==> src/rtl/fp_round_pkg.sv <==
package fp_round_pkg;
  typedef enum logic [1:0] {
    RM_NEAREST_EVEN = 2'd0,
    RM_TO_ZERO      = 2'd1,
    RM_UP           = 2'd2,
    RM_DOWN         = 2'd3
  } rmode_e;

  localparam int SIG_W   = 24;
  localparam int EXPF_W  = 8;
  localparam int XIN_W   = 10;
  localparam int WORD_W  = 1 + EXPF_W + SIG_W - 1;
endpackage

==> src/rtl/fp_round_decide.sv <==
module fp_round_decide
  import fp_round_pkg::*;
(
  input  rmode_e mode,
  input  logic   sign,
  input  logic   lsb,
  input  logic   guard,
  input  logic   rbit,
  input  logic   sticky,
  output logic   inc,
  output logic   lost
);
  always_comb begin
    lost = guard | rbit | sticky;
    unique case (mode)
      RM_NEAREST_EVEN: inc = guard & (rbit | sticky | lsb);
      RM_TO_ZERO:      inc = 1'b0;
      RM_UP:           inc = ~sign & lost;
      RM_DOWN:         inc = sign & lost;
      default:         inc = 1'b0;
    endcase
  end
endmodule

==> src/rtl/fp_round_add.sv <==
module fp_round_add #(
  parameter int SIG_W = 24,
  parameter int XIN_W = 10
) (
  input  logic [SIG_W-1:0]        sig_in,
  input  logic signed [XIN_W-1:0] exp_in,
  input  logic                    inc,
  output logic [SIG_W-1:0]        sig_out,
  output logic signed [XIN_W:0]   exp_out,
  output logic                    carry
);
  logic [SIG_W:0] sum;

  always_comb begin
    sum   = {1'b0, sig_in} + {{SIG_W{1'b0}}, inc};
    carry = sum[SIG_W];
    if (carry) sig_out = sum[SIG_W:1];
    else       sig_out = sum[SIG_W-1:0];
    exp_out = XIN_W'(1)'(0) + {exp_in[XIN_W-1], exp_in} + {{XIN_W{1'b0}}, carry};
  end
endmodule

==> src/rtl/fp_round_pack.sv <==
module fp_round_pack
  import fp_round_pkg::*;
#(
  parameter int SIG_W  = 24,
  parameter int EXPF_W = 8,
  parameter int XIN_W  = 10
) (
  input  rmode_e                  mode,
  input  logic                    sign,
  input  logic                    trap_en,
  input  logic                    lost,
  input  logic [SIG_W-1:0]        sig_r,
  input  logic signed [XIN_W:0]   exp_r,
  output logic [EXPF_W+SIG_W-1:0] word,
  output logic                    inexact,
  output logic                    ovf,
  output logic                    tiny
);
  localparam int FRAC_W  = SIG_W - 1;
  localparam int EXP_TOP = (1 << EXPF_W) - 1;
  localparam int WRAP    = 3 * (1 << (EXPF_W - 2));
  localparam logic signed [XIN_W:0] OVF_AT  = (XIN_W+1)'(EXP_TOP);
  localparam logic signed [XIN_W:0] MIN_NRM = (XIN_W+1)'(1);
  localparam logic signed [XIN_W:0] WRAP_S  = (XIN_W+1)'(WRAP);

  logic                     away;
  logic signed [XIN_W:0]    exp_w;
  logic [EXPF_W+FRAC_W-1:0] mag;

  always_comb begin
    ovf   = exp_r >= OVF_AT;
    tiny  = exp_r < MIN_NRM;
    exp_w = exp_r - WRAP_S;
    unique case (mode)
      RM_NEAREST_EVEN: away = 1'b1;
      RM_TO_ZERO:      away = 1'b0;
      RM_UP:           away = ~sign;
      default:         away = sign;
    endcase
    if (ovf && !trap_en) begin
      if (away) mag = {EXPF_W'(EXP_TOP), {FRAC_W{1'b0}}};
      else      mag = {EXPF_W'(EXP_TOP - 1), {FRAC_W{1'b1}}};
    end else if (ovf) begin
      mag = {exp_w[EXPF_W-1:0], sig_r[FRAC_W-1:0]};
    end else if (tiny) begin
      mag = '0;
    end else begin
      mag = {exp_r[EXPF_W-1:0], sig_r[FRAC_W-1:0]};
    end
    word    = {sign, mag};
    inexact = lost | (ovf & ~trap_en);
  end
endmodule

==> src/rtl/fp_round_stage.sv <==
module fp_round_stage
  import fp_round_pkg::*;
#(
  parameter int P_SIG_W  = SIG_W,
  parameter int P_EXPF_W = EXPF_W,
  parameter int P_XIN_W  = XIN_W
) (
  input  logic                      clk,
  input  logic                      rst,
  input  logic                      in_sign,
  input  logic [P_XIN_W-1:0]        in_exp,
  input  logic [P_SIG_W-1:0]        in_sig,
  input  logic                      in_guard,
  input  logic                      in_round,
  input  logic                      in_sticky,
  input  logic [1:0]                rnd_mode,
  input  logic                      ovf_trap_en,
  output logic [P_EXPF_W+P_SIG_W-1:0] res_word,
  output logic                      res_inexact,
  output logic                      res_overflow,
  output logic                      res_tiny
);
  localparam int OUT_W = P_EXPF_W + P_SIG_W;

  rmode_e                     mode;
  logic                       inc, lost, carry;
  logic [P_SIG_W-1:0]         sig_r;
  logic signed [P_XIN_W:0]    exp_r;
  logic [OUT_W-1:0]           word_c;
  logic                       inexact_c, ovf_c, tiny_c;

  assign mode = rmode_e'(rnd_mode);

  fp_round_decide u_decide (
    .mode(mode), .sign(in_sign), .lsb(in_sig[0]), .guard(in_guard),
    .rbit(in_round), .sticky(in_sticky), .inc(inc), .lost(lost)
  );

  fp_round_add #(.SIG_W(P_SIG_W), .XIN_W(P_XIN_W)) u_add (
    .sig_in(in_sig), .exp_in($signed(in_exp)), .inc(inc),
    .sig_out(sig_r), .exp_out(exp_r), .carry(carry)
  );

  fp_round_pack #(.SIG_W(P_SIG_W), .EXPF_W(P_EXPF_W), .XIN_W(P_XIN_W)) u_pack (
    .mode(mode), .sign(in_sign), .trap_en(ovf_trap_en), .lost(lost),
    .sig_r(sig_r), .exp_r(exp_r), .word(word_c), .inexact(inexact_c),
    .ovf(ovf_c), .tiny(tiny_c)
  );

  always_ff @(posedge clk) begin
    if (rst) begin
      res_word     <= '0;
      res_inexact  <= 1'b0;
      res_overflow <= 1'b0;
      res_tiny     <= 1'b0;
    end else begin
      res_word     <= word_c;
      res_inexact  <= inexact_c;
      res_overflow <= ovf_c;
      res_tiny     <= tiny_c;
    end
  end


  rz_no_inc_chk: assert property (@(posedge clk) disable iff (rst)
    (mode == RM_TO_ZERO) |-> !inc);


  inc_needs_lost_chk: assert property (@(posedge clk) disable iff (rst)
    inc |-> (in_guard | in_round | in_sticky));


  carry_zero_frac_chk: assert property (@(posedge clk) disable iff (rst)
    carry |-> (sig_r[P_SIG_W-2:0] == '0));


  tiny_zero_mag_chk: assert property (@(posedge clk) disable iff (rst)
    res_tiny |-> (res_word[OUT_W-2:0] == '0));


  ovf_inexact_chk: assert property (@(posedge clk) disable iff (rst)
    (res_overflow && !$past(ovf_trap_en)) |-> res_inexact);


  no_ovf_and_tiny_chk: assert property (@(posedge clk) disable iff (rst)
    !(res_overflow && res_tiny));


  sign_kept_chk: assert property (@(posedge clk) disable iff (rst)
    !$past(rst) |-> (res_word[OUT_W-1] == $past(in_sign)));
endmodule

==> config.mk <==
export PLATFORM = sky130hd
export DESIGN_NAME = fp_round_stage
export DESIGN_NICKNAME = d
export VERILOG_FILES = /design/src/rtl/fp_round_pkg.sv /design/src/rtl/fp_round_decide.sv /design/src/rtl/fp_round_add.sv /design/src/rtl/fp_round_pack.sv /design/src/rtl/fp_round_stage.sv
export SDC_FILE = /design/constraint.sdc
export NUM_CORES = 1
export LEC_CHECK = 0
export BUFFER_PORTS_ARGS = -buffer_cell sky130_fd_sc_hd__buf_2
export CAP_MARGIN = 20
export CORE_AREA = 2 2 75 77
export CTS_BUF_LIST = sky130_fd_sc_hd__clkbuf_4 sky130_fd_sc_hd__clkbuf_8
export DETAILED_ROUTE_END_ITERATION = 16
export DIE_AREA = 0 0 77 79
export PLACE_DENSITY = 0.71
export SLEW_MARGIN = 10
export SYNTH_ARGS = -nofsm -noshare
export SYNTH_HDL_FRONTEND = slang
export SYNTH_SLANG_ARGS = --single-unit
==> constraint.sdc <==
create_clock -name clk -period 4.3 [get_ports clk]
set_input_delay 0.43 -clock clk [delete_from_list [all_inputs] [get_ports clk]]
set_output_delay 0.43 -clock clk [all_outputs]
set_load 0.03 [all_outputs]
Yosys cells after proc, flatten, opt, wreduce, memory -nomap -nowiden
Cells that the tools add are included.
W data, S select, Z words.
- bits in registers: 35
- logic and storage cells: 33
- bits of input ports: 43
- reductions and logical operators: 3
- muxes and demuxes: 7
- add/subtract/negate cells: 3
- equal/unequal tests: 3
- magnitude comparators: 2
- bitwise logic cells: 11
- operators with widths (kind ; number):
    $mux W31 ; 3
    $add A24 B1 Y25 ; 1
    $mux W24 ; 1
    $mux W23 ; 1
    $add A10 B2 Y11 ; 1
    $ge A11 B9 Y1 const B ; 1
    $lt A11 B2 Y1 const B ; 1
    $sub A8 B7 Y8 const B ; 1
    $or A1 B1 Y1 ; 5
    $and A1 B1 Y1 ; 4
    $eq A2 B2 Y1 const B ; 2
    $pmux W1 S4 ; 1
    $pmux W1 S3 ; 1
    $eq A2 B1 Y1 const B ; 1
    $logic_not A2 Y1 ; 1
    $not A1 Y1 ; 2
    $logic_and A1 B1 Y1 ; 1
    $logic_not A1 Y1 ; 1

Logic depth before layout (Yosys ltp)
- word-level depth: 10
- gate-level depth with buffers: 23

Cells and area by module
A second synthesis with hierarchy kept.
- cells, all modules: 274
- area total of the unflattened synthesis: 2376.0 um^2
- by module, submodules not included (module ; cells an instance ; times used ; area each (um^2)):
    fp_round_stage ; 73 ; 1 ; 965.9
    fp_round_add ; 132 ; 1 ; 895.9
    fp_round_pack ; 62 ; 1 ; 474.2
    fp_round_decide ; 7 ; 1 ; 40.0

Worst setup path before layout
Ideal clock, no wire load.
- kind: input-to-reg
- start: input in_sticky
- end: register res_word[12]
- stages on the path: 22
- required time: 4158 ps
- setup slack: 336 ps
- arrival time: 3821 ps
- buffers on the path: 3
- library setup time: 142 ps
- path through: or2_2 nor2_1 nor2_1 nor2_1 nor3_1 ha_1 ha_1 and4_1 clkbuf_1 and3_1 ha_1 ha_1 buf_4 nand2_1 xnor2_1 ha_1 a41oi_1 o211ai_2 a21o_1 buf_4 a21oi_2 a221oi_1
- longest elaborated chain between the ends: 10
- elaborated cells between the ends (all ways): 16
- those cells by class: add/sub: 2; order compare: 2; mux: 5; bitwise: 6; reduce/logical: 1
- RTL lines (element ; line ; text):
    start: declaration ; fp_round_stage.sv:15 ; input logic in_sticky,
    $or A1 B1 Y1 (2 in series) ; fp_round_decide.sv:16 ; RM_NEAREST_EVEN: inc = guard & (rbit | sticky | lsb);
    $and A1 B1 Y1 ; fp_round_decide.sv:16 ;
    $pmux W1 S4 * ; fp_round_decide.sv:15 ; unique case (mode)
    $add A24 B1 Y25 * ; fp_round_add.sv:15 ; sum = {1'b0, sig_in} + {{SIG_W{1'b0}}, inc};
    $add A10 B2 Y11 ; fp_round_add.sv:19 ; exp_out = XIN_W'(1)'(0) + {exp_in[XIN_W-1], exp_in} + {{XIN_W{1'b0}}, carry};
    $lt A11 B2 Y1 ; fp_round_pack.sv:32 ; tiny = exp_r < MIN_NRM;
    $mux W31 ; fp_round_pack.sv:45 ; end else if (tiny) begin
    $mux W31 ; fp_round_pack.sv:43 ; end else if (ovf) begin
    $mux W31 * ; fp_round_pack.sv:40 ; if (ovf && !trap_en) begin
    end signal: assignment ; fp_round_stage.sv:57 ; res_word <= word_c;
    end: declaration ; fp_round_stage.sv:18 ; output logic [P_EXPF_W+P_SIG_W-1:0] res_word,
Every way passes the cells marked *; elsewhere a longest branch is shown, timed or not.
A chain may end at the register's enable or synchronous reset.

Worst setup path after layout
- start: input in_sticky
- end: register res_word[2]
Same word-level chain as after synthesis.

==> impl_metrics.csv <==
group,metric,value,unit
outcome,status,"completed",
layout,drive_gt1_share,35.9,%
floorplan,start_util,38.2,%
worst_setup_path,crit_cells,20,
sta,setup-violations-final,0,
clock_tree,cts_num_sinks,35,
sta,tightest_slew,0.525,ns
clock_tree,clk_pin_slew,0.07,ns
worst_setup_path,slowest_delay,0.37,ns
synthesis,synthTopCellsByArea,"dfxtp_1 34%, xor2_1 5.6%, xnor2_1 4.7%",
synthesis,synth_top_family_by_area,"compound AO/OA/AOI/OAI gates",
route,dr.pass1.iters,4,
synthesis,synthSimpleGateAreaFrac,21.3,%
worst_setup_path,critPathCaptureType,"flop",
global_route,grt.total_usage,16.8,%
global_route,grt_max_degree,19,
power_and_ir_drop,finalPower,775,µW
route,route.detailed.drc,0,
floorplan,num_rows,27,
worst_setup_path,crit_buf_inv,1,
synthesis,synth.top_cell.area_share,34.3,%
synthesis,synth_xor_area_share,10.3,%
clock_tree,clockBufferDepth,2,
sta,worst_slack,0.361,ns
sta,fin_crit_sh,91.6,%
layout,ff_latch_area,701,µm²
worst_setup_path,path_cells,"buf_2 -> or2_2 -> nor2_1 -> nor2_1 -> nor2_1 -> nor3_1 -> ha_1 -> ha_1 -> and4_1 -> and3_1 -> ha_1 -> ha_2 -> nand2_1 -> xnor2_1 -> ha_1 -> a41oi_1 -> o211ai_2 -> a21oi_2 -> o21ai_2 -> a221oi_1",
global_route,grt_pass1_vias,1774,
clock_tree,htreeDepth,2,
route,routedWlPerCell,13.6,µm
global_route,grt_pass1_wl,8.25,mm
synthesis,ys_seq_area_share,34.3,%
worst_setup_path,critPathArrivalTime,4.13,ns
synthesis,synth.avg_cell_area,8.87,µm²
clock_tree,tritoncts,"yes",
layout,nets,353,
floorplan,die_area,0.00608,mm²
sta,drv_slew,0,
synthesis,synthCells,230,
synthesis,yosys_warnings,0,
synthesis,synth_edf_count,0,
placement,gp_congestion,0.815,
sta,hold_violations,0,
worst_setup_path,startpoint_type,"input port",
layout,nFillCells,534,
worst_setup_path,critical_path.max_fanout,12,
route,via_per_inst,5.29,
worst_setup_path,worstSetupStartpoint,"in_sticky",
sta,fmax,254,MHz
min_path,hold_path_depth,2,
layout,final_cell_area,0.00256,mm²
global_route,grt_antenna_before_repair,0,
worst_setup_path,cp_common_cell,"ha_1",
floorplan,dieHeight,79,µm
sta,min_period,3.94,ns
placement,postPlaceCellArea,0.00243,mm²
layout,syn_to_final_growth,25.5,%
min_path,min_to,"res_word[31]$_SDFF_PP0_",
synthesis,synthTopCellsByCount,"35 x dfxtp_1, 16 x nor2_1, 14 x nand2_1",
synthesis,synth_adder_area_share,3.07,%
sta,rsz0062_at_grt,"no",
placement,dp_slack,-0.120,ns
worst_setup_path,path_delay_family,"compound AO/OA/AOI/OAI gates",
global_route,overflow,0,
synthesis,synthesis.nets,278,
power_and_ir_drop,total_leakage_power,0.00114,µW
floorplan,core,0.00534,mm²
power_and_ir_drop,p_per_area,302,mW/mm²
synthesis,yosys.area.top_type,"dfxtp_1",
synthesis,synthArstFlopShare,0,%
worst_setup_path,cp.required,4.49,ns
placement,io_buffers,77,
min_path,hold_path_class,"in -> reg",
min_path,min-delay-start,"in_sign",
placement,numPlacedInstances,368,
floorplan,ioPinCount,78,
synthesis,synth_mux_area_share,1.47,%
worst_setup_path,cp_slowest_cell,"a221oi_1",
run,cap_violations,0,
placement,hpwl,3.96,mm
sta,max_slew_margin,64.9,%
route,num_vias,1998,
route,wl,5.15,mm
synthesis,yosysMostFrequentCell,"dfxtp_1",
synthesis,synth_area,0.00204,mm²
clock_tree,hold_buffers,0,
synthesis,synth-compound-area-share,23.0,%
route,drt_iter0_drc,140,
synthesis,ys.flop_type,"dfxtp_1",
layout,antenna_cells,0,
clock_tree,cts-root-buf,"clkbuf_8",
synthesis,ys_ff_latch,35,
layout,layout.cells.non_filler,378,
layout,multiInputGateArea,0.00121,mm²
floorplan,fp.dieW,77,µm
route,postRouteAntennaNets,0,
synthesis,ys_types,55,
clock_tree,cts_buffers,5,
worst_setup_path,critPathKind,"in -> reg",
power_and_ir_drop,irDropWorstVdd,130,µV
==> placed cells by master (no fill, tap or decap), types with 2 or more instances in the layout <==
cell,netlist,routed
a21oi_1,7,7
or4_4,2,2
nand3_1,9,9
dfxtp_1,35,35
a21oi_2,2,2
or2_2,3,3
or3_1,2,2
o21ai_1,5,5
o21ai_0,10,10
nand4_1,3,3
a221oi_1,9,9
o211ai_2,2,2
nor4_1,3,3
nor2_1,16,16
a21o_1,2,2
xnor2_1,11,11
inv_1,10,10
nor2b_1,2,2
nand3_2,2,2
ha_1,5,4
buf_2,1,77
nand2b_1,3,3
mux2i_1,3,3
o31ai_1,3,3
nor3_2,1,2
xor2_1,13,13
buf_4,4,4
clkbuf_8,0,7
nor3_1,5,4
and3_1,4,4
nand2_1,14,14
and4_1,5,5
a31oi_1,6,6
==> where the power goes <==
part	internal, µW	switching (µW)
Sequential	342	4.36
Clock	146	118
Combinational	57.8	107
==> registers in the layout (all words and copies together), names as in the netlist <==
name          cells
res_tiny          1
res_inexact       1
res_word         32
res_overflow      1
==> layout make-up <==
| type | instances | area share [%] |
|---|---|---|
| clock buffers | 7 | 3.76 |
| clock inverters | 1 | 0.293 |
| inverters | 10 | 1.47 |
| multi-input cells | 172 | 47.4 |
| flip-flops and latches | 35 | 27.4 |
| well taps | 72 | 3.52 |
| repair buffers | 81 | 16.2 |
==> through the flow <==
stage	hold slack, ns	setup TNS, ns	util, %
final	0.398	0	48.0
after global routing	0.412	0	48.0
after CTS	0.388	0	47.6
after detailed placement	0.694	-0.747	45.6
after global placement	0.684	0	45.6
after floorplan	0.529	0	-
==> kinds of logic (layout without fill, tap and decap cells) <==
group,after synthesis,count (layout)
simple gates,78,78
compound gates,62,62
flops,35,35
xor+xnor,24,24
buf+inv,23,99
fa+ha+maj,5,5
mux,3,3
==> worst max-delay path by stage <==
stage / end / slack [ns]
6_report: res_word[2]$_SDFF_PP0_ / 0.36
5_1_grt: res_word[2]$_SDFF_PP0_ / 0.08
4_1_cts: res_word[13]$_SDFF_PP0_ / 0.17
3_5_place_dp: res_word[13]$_SDFF_PP0_ / -0.12
3_3_place_gp: res_word[13]$_SDFF_PP0_ / 0.1
2_1_floorplan: res_word[12]$_SDFF_PP0_ / 0.34
==> metal layers <==
metal  vias up  track usage [%]  share of wire (%)
met3         6             4.43                7.0
met4         0             6.79                1.2
met1       935             20.5                 43
li1        992                -                  -
met5         -                0                  0
met2        65             28.1                 49
==> timing repair <==
action,4_1_cts,5_1_grt
setup endpoints to repair,0,20
gates resized for setup,0,2
setup buffers,0,2
Power figures use the tool's default switching activity.
